--- config.mk ---
export PLATFORM = sky130hd
export DESIGN_NAME = acc_fde_core
export DESIGN_NICKNAME = d
export VERILOG_FILES = /design/src/rtl/acc_fde_pkg.sv /design/src/rtl/acc_fde_mem.sv /design/src/rtl/acc_fde_seq.sv /design/src/rtl/acc_fde_dp.sv /design/src/rtl/acc_fde_core.sv
export SDC_FILE = /design/constraint.sdc
export NUM_CORES = 1
export LEC_CHECK = 0
export BUFFER_PORTS_ARGS = -buffer_cell sky130_fd_sc_hd__buf_2
export CAP_MARGIN = 20
export CORE_AREA = 2 2 215 217
export DETAILED_ROUTE_END_ITERATION = 10
export DIE_AREA = 0 0 217 219
export PLACE_DENSITY = 0.4
export SLEW_MARGIN = 10
export SYNTH_ARGS = -nofsm -noshare
export SYNTH_HDL_FRONTEND = slang
export SYNTH_SLANG_ARGS = --single-unit
--- constraint.sdc ---
create_clock -name clk -period 9.2 [get_ports clk]
set_clock_uncertainty 0.2 [all_clocks]
set_input_delay 0.92 -clock clk [delete_from_list [all_inputs] [get_ports clk]]
set_output_delay 0.92 -clock clk [all_outputs]
set_load 0.005 [all_outputs]
--- src/rtl/acc_fde_pkg.sv ---
package acc_fde_pkg;

  typedef enum logic [3:0] {
    PH_FMAR = 4'd0,
    PH_FINC = 4'd1,
    PH_FMDR = 4'd2,
    PH_FCIR = 4'd3,
    PH_DEC  = 4'd4,
    PH_ORD  = 4'd5,
    PH_OMDR = 4'd6,
    PH_EXEC = 4'd7,
    PH_HALT = 4'd8
  } phase_e;

  typedef enum logic [2:0] {
    OP_LOAD  = 3'd0,
    OP_STORE = 3'd1,
    OP_ADD   = 3'd2,
    OP_SUB   = 3'd3,
    OP_AND   = 3'd4,
    OP_JMP   = 3'd5,
    OP_JZ    = 3'd6,
    OP_HALT  = 3'd7
  } opcode_e;

  localparam int OPC_W = 3;

endpackage

--- src/rtl/acc_fde_mem.sv ---
module acc_fde_mem #(
  parameter int ADDR_W = 5,
  parameter int WORD_W = 8
) (
  input  logic              clk,
  input  logic              we,
  input  logic [ADDR_W-1:0] waddr,
  input  logic [WORD_W-1:0] wdata,
  input  logic [ADDR_W-1:0] raddr,
  output logic [WORD_W-1:0] rdata
);
  localparam int DEPTH = 1 << ADDR_W;

  logic [WORD_W-1:0] store_q [DEPTH];

  // one write port, one registered read port (one cycle of latency)
  always_ff @(posedge clk) begin
    if (we) store_q[waddr] <= wdata;
    rdata <= store_q[raddr];
  end
endmodule

--- src/rtl/acc_fde_seq.sv ---
module acc_fde_seq
  import acc_fde_pkg::*;
(
  input  logic    clk,
  input  logic    rst,
  input  opcode_e op,
  output phase_e  phase,
  output logic    halted
);
  phase_e phase_d;

  always_comb begin
    phase_d = phase;
    unique case (phase)
      PH_FMAR: phase_d = PH_FINC;
      PH_FINC: phase_d = PH_FMDR;
      PH_FMDR: phase_d = PH_FCIR;
      PH_FCIR: phase_d = PH_DEC;
      PH_DEC: begin
        if (op == OP_HALT)                   phase_d = PH_HALT;
        else if (op == OP_JMP || op == OP_JZ) phase_d = PH_FMAR;
        else                                  phase_d = PH_ORD;
      end
      PH_ORD:  phase_d = PH_OMDR;
      PH_OMDR: phase_d = PH_EXEC;
      PH_EXEC: phase_d = PH_FMAR;
      PH_HALT: phase_d = PH_HALT;
      default: phase_d = PH_FMAR;
    endcase
  end

  always_ff @(posedge clk) begin
    if (rst) begin
      phase  <= PH_FMAR;
      halted <= 1'b0;
    end else begin
      phase <= phase_d;
      if (phase == PH_DEC && op == OP_HALT) halted <= 1'b1;
    end
  end
endmodule

--- src/rtl/acc_fde_dp.sv ---
module acc_fde_dp
  import acc_fde_pkg::*;
#(
  parameter int ADDR_W = 5,
  parameter int WORD_W = 8
) (
  input  logic              clk,
  input  logic              rst,
  input  phase_e            phase,
  input  opcode_e           op,
  input  logic [WORD_W-1:0] mem_rdata,
  output logic [ADDR_W-1:0] pc,
  output logic [ADDR_W-1:0] mar,
  output logic [WORD_W-1:0] mdr,
  output logic [WORD_W-1:0] cir,
  output logic [WORD_W-1:0] acc
);
  logic [ADDR_W-1:0] cir_addr;
  logic              acc_zero;
  logic              take_jump;

  assign cir_addr  = cir[ADDR_W-1:0];
  assign acc_zero  = (acc == '0);
  assign take_jump = (op == OP_JMP) || (op == OP_JZ && acc_zero);

  always_ff @(posedge clk) begin
    if (rst) begin
      pc  <= '0;
      mar <= '0;
      mdr <= '0;
      cir <= '0;
      acc <= '0;
    end else begin
      unique case (phase)
        PH_FMAR: mar <= pc;
        PH_FINC: pc  <= pc + ADDR_W'(1);
        PH_FMDR: mdr <= mem_rdata;
        PH_FCIR: cir <= mdr;
        PH_DEC: begin
          if (take_jump) pc <= cir_addr;
          else if (op != OP_JMP && op != OP_JZ && op != OP_HALT) mar <= cir_addr;
        end
        PH_ORD: ;
        PH_OMDR: mdr <= (op == OP_STORE) ? acc : mem_rdata;
        PH_EXEC: begin
          unique case (op)
            OP_LOAD: acc <= mdr;
            OP_ADD:  acc <= acc + mdr;
            OP_SUB:  acc <= acc - mdr;
            OP_AND:  acc <= acc & mdr;
            default: ;
          endcase
        end
        default: ;
      endcase
    end
  end
endmodule

--- src/rtl/acc_fde_core.sv ---
module acc_fde_core
  import acc_fde_pkg::*;
#(
  parameter int ADDR_W = 5,
  parameter int WORD_W = OPC_W + ADDR_W
) (
  input  logic              clk,
  input  logic              rst,
  input  logic              load_valid,
  output logic              load_ready,
  input  logic [ADDR_W-1:0] load_addr,
  input  logic [WORD_W-1:0] load_data,
  output logic              halted,
  output logic [ADDR_W-1:0] dbg_pc,
  output logic [WORD_W-1:0] dbg_acc,
  output logic [3:0]        dbg_phase
);
  phase_e            phase_q;
  opcode_e           op;
  logic [ADDR_W-1:0] pc_q, mar_q;
  logic [WORD_W-1:0] mdr_q, cir_q, acc_q, mem_rdata;
  logic              mem_we;
  logic [ADDR_W-1:0] mem_waddr;
  logic [WORD_W-1:0] mem_wdata;

  assign op = opcode_e'(cir_q[WORD_W-1 -: OPC_W]);

  // load port owns the write path in reset; the store path owns it afterwards
  assign load_ready = rst;
  assign mem_we    = rst ? load_valid : (phase_q == PH_EXEC && op == OP_STORE);
  assign mem_waddr = rst ? load_addr  : mar_q;
  assign mem_wdata = rst ? load_data  : mdr_q;

  acc_fde_mem #(.ADDR_W(ADDR_W), .WORD_W(WORD_W)) u_mem (
    .clk   (clk),
    .we    (mem_we),
    .waddr (mem_waddr),
    .wdata (mem_wdata),
    .raddr (mar_q),
    .rdata (mem_rdata)
  );

  acc_fde_seq u_seq (
    .clk    (clk),
    .rst    (rst),
    .op     (op),
    .phase  (phase_q),
    .halted (halted)
  );

  acc_fde_dp #(.ADDR_W(ADDR_W), .WORD_W(WORD_W)) u_dp (
    .clk       (clk),
    .rst       (rst),
    .phase     (phase_q),
    .op        (op),
    .mem_rdata (mem_rdata),
    .pc        (pc_q),
    .mar       (mar_q),
    .mdr       (mdr_q),
    .cir       (cir_q),
    .acc       (acc_q)
  );

  assign dbg_pc    = pc_q;
  assign dbg_acc   = acc_q;
  assign dbg_phase = phase_q;
endmodule

==> run_results.csv <==
group,metric,value,unit
yosys,post_synth_most_frequent_cells,"sky130_fd_sc_hd__edfxtp_1 (256), sky130_fd_sc_hd__mux4_2 (80), sky130_fd_sc_hd__nor2_1 (60), sky130_fd_sc_hd__nand2_1 (54), sky130_fd_sc_hd__dfxtp_1 (47)",
routing,final_wirelength,35.81,mm
floorplanning,fp.dieW,217,um
cts,post_cts_resize_count,0,
global_routing,grt_max_degree,67,
critical_path,timing.critical_path.mode_cell,"sky130_fd_sc_hd__nor2_1",
critical_path,timing.critical_path.from_type,"flip-flop",
floorplanning,num_rows,78,
floorplanning,die_area,47520,um2
routing,post-route-drc-count,0,
hold_path,worst_hold_path_type,"reg -> reg",
cts,clock_insertion_delay_worst_skew,540,ps
cts,clock_sinks,303,
timing,maxClockFrequency,281.1,MHz
cts,h-tree-depth,2,
place,buffer_ports.inserted,34,
pwr,leakage,0.004453,uW
run_status,outcome,"finished, final reports clean",
cts,cts-root-buf,"sky130_fd_sc_hd__clkbuf_16",
routing,route.detailed.vias_per_inst,4.960,
floorplanning,die_h,219,um
yosys,post_synth_arst_share,0,
timing,final-setup-viol-count,0,
yosys,synth_cell_type_count,55,
timing,slew_worst_pin,1031,ps
yosys,synth_area_per_cell,16.88,um2
timing,final.hold.worst_slack,253.0,ps
floorplanning,start_util,0.2789,
critical_path,required,9160,ps
cts,cts_buffers,35,
place,routabilityCongestion,0.8128,
cts,hold_buffers,0,
critical_path,critPathTopFamily,"simple AND/OR/NAND/NOR gates",
yosys,synth_sequential_area_ratio,0.6862,
timing,timing.final.crit_period,3558,ps
timing,grt_setup_unrepaired,"false",
pwr,p_per_area,212.4,nW/um2
critical_path,critical_path_buf_inv_count,1,
critical_path,worst_path_max_delay_cell,"sky130_fd_sc_hd__buf_4",
pwr,share_comb_of_total_power,0.084,
timing,fin_tns_setup,0,ps
floorplanning,design.core.area,45090,um2
pwr,power.share.switching,0.2358,
critical_path,worst-path-max-fanout,50,
yosys,synth.largest_area_cell,"sky130_fd_sc_hd__edfxtp_1",
finish,antennaDiodeCount,0,
flow_run,drv.max_cap_violation_count,0,
timing,post-route-period-util,0.3867,
critical_path,worstSetupEndpointType,"flip-flop",
yosys,count_of_mapped_cells_out_of_synthesis,745,
global_routing,number_of_antenna_violations_at_the_first_check_in_global_routing,0,
critical_path,r2r_setup_slack,5640,ps
yosys,post_synth_instance_area,12570,um2
critical_path,cp.arrival,3520,ps
pwr,p_sw,722.5,uW
routing,ant_nets,0,
critical_path,worstPathCellList,"buf_4 > mux2i_1 > nor2_1 > nand2_1 > nor2_1",
critical_path,criticalPathCategory,"reg -> reg",
yosys,synth.ff_latch_count,303,
cts,clockBufferDepth,3,
pwr,ir_worst_vdd,0.09671,mV
finish,finish.net_count,813,
critical_path,max_stage_delay,750,ps
yosys,ys_top_cells_by_area,"sky130_fd_sc_hd__edfxtp_1 (61%), sky130_fd_sc_hd__mux4_2 (14%), sky130_fd_sc_hd__dfxtp_1 (7.5%), sky130_fd_sc_hd__nor2_1 (1.8%), sky130_fd_sc_hd__nand2_1 (1.6%)",
yosys,synth_top_area_share,0.6113,
timing,timing.final.hold_violations,0,
pwr,internal_power_summed_over_all_cells,2342,uW
floorplanning,ios,35,
finish,drive_above_1_share,0.2340,
routing,detail_route.wl_per_cell,25.36,um
cts,cts_tree,"yes",
pwr,sum_of_internal_switching_and_leakage_power,3064,uW
routing,drt_first_pass_iters,5,
routing,vias,7003,
timing,timing.slew.headroom,0.3127,
routing,dr.first_iter.drc_count,854,
yosys,mappedNetlistNets,772,
pwr,sequentialPowerShare,0.502,
yosys,yosys.cell_count.top_type,"sky130_fd_sc_hd__edfxtp_1",
pwr,power_frac_clock,0.413,
yosys,synth_edf_count,256,
global_routing,grt_overflow_total,0,
yosys,synth_warnings,0,
global_routing,vias_in_the_first_global_route,7118,
finish,final_cells,1412,
place,dp.final_hpwl,22.53,mm
cts,cts_setup_buffers,0,
timing,finalMaxSlewViolations,0,
yosys,ys_dominant_reg_cell,"sky130_fd_sc_hd__edfxtp_1",
finish,area_delta_synth_final,14.72,%
global_routing,grt.total_usage,0.1527,
cts,cts.clk_slew.worst_paths,60,ps
global_routing,grt_pass1_wl,51.58,mm
place,placed_cells,1348,
==> worst reg2reg max path, stage by stage (launching register included) <==
cell and delay (ps):
sky130_fd_sc_hd__dfxtp_4 540, sky130_fd_sc_hd__buf_4 760, sky130_fd_sc_hd__mux2i_1 320, sky130_fd_sc_hd__nor2_1 170, sky130_fd_sc_hd__nand2_1 490, sky130_fd_sc_hd__nor2_1 710
==> cell type report <==
| class | instances | area, um2 |
|---|---|---|
| inverter | 15 | 56.30 |
| sequential | 303 | 8633 |
| tap | 600 | 750.7 |
| multi-input combinational | 388 | 3709 |
| clock buffer | 50 | 953.4 |
| fill | 4363 | 30660 |
| timing repair buffer | 43 | 245.2 |
| clock inverter | 13 | 77.57 |
==> power groups by stage <==
stage / Sequential (uW) / Combinational, uW / Clock (uW)
final: 1540 / 258 / 1270
after floorplan: 1550 / 176 / 0
after detailed placement: 1570 / 260 / 0
after global placement: 1570 / 263 / 0
after global routing: 1540 / 280 / 1360
after CTS: 1540 / 260 / 1310
==> per-stage QoR <==
stage               cell area, um2  utilization  worst slack (ps)
finish                       14430       0.3199              5642
global route                 14430       0.3199              5266
CTS                          14410       0.3196              5482
detailed placement           13380       0.2967              5198
global placement             13380       0.2967              5287
floorplan                    12570            -              5662
==> sequential cells by signal, indices dropped and copies added, names as in the netlist <==
signal         cells
u_dp.acc           8
u_dp.cir           8
u_dp.mar           5
u_dp.mdr           8
u_dp.pc            5
u_mem.rdata        8
u_mem.store_q    256
u_seq.halted       1
u_seq.phase        4
==> path summary, 6_finish.rpt <==
path | from | end | cells past startpoint
max | u_dp.mar[0]$_SDFFE_PP0P_ | u_mem.store_q[21][3]$_DFFE_PP_ | 5
min | u_seq.halted$_SDFFE_PP0P_ | u_seq.halted$_SDFFE_PP0P_ | 2
max reg2reg | u_dp.mar[0]$_SDFFE_PP0P_ | u_mem.store_q[21][3]$_DFFE_PP_ | 5
min reg2reg | u_seq.halted$_SDFFE_PP0P_ | u_seq.halted$_SDFFE_PP0P_ | 2
==> cell families (layout without fill, tap and decap cells) <==
| group | after synthesis | count (layout) | share of synthesized area |
|---|---|---|---|
| AOI/OAI and AO/OA | 93 | 93 | 0.04557 |
| xor gates and xnor gates | 11 | 11 | 0.007662 |
| adders and majority gates | 11 | 11 | 0.01154 |
| buffers and inverters | 54 | 121 | 0.01990 |
| DFF | 303 | 303 | 0.6862 |
| muxes | 110 | 110 | 0.1686 |
| and+or+nand+nor | 163 | 163 | 0.06060 |
==> placed cells by master (no fill, tap or decap), drive strengths merged, types with 3 or more instances in the layout <==
| cell type | count |
|---|---|
| a211oi | 5 |
| edfxtp | 256 |
| nand3b | 3 |
| inv | 16 |
| nor4 | 3 |
| mux4 | 80 |
| xnor2 | 7 |
| a31oi | 5 |
| nor2 | 60 |
| buf | 43 |
| a21o | 3 |
| mux2i | 16 |
| ha | 10 |
| nand3 | 4 |
| nand2b | 7 |
| dfxtp | 47 |
| o21ai | 29 |
| or3 | 4 |
| mux2 | 14 |
| o31ai | 3 |
| nor2b | 6 |
| clkinv | 11 |
| nand2 | 54 |
| nor3 | 12 |
| o32ai | 4 |
| xor2 | 4 |
| a21oi | 29 |
| clkbuf | 50 |
==> layer usage <==
metal  vias up  wire [um]  track usage
met1      3663      16670       0.2172
met4         0        704      0.04361
met3        52       1861      0.02578
met5         -          0            0
li1       3036          -            -
met2       252      16570       0.2403
Note: power is estimated with default switching activity, not from simulation.
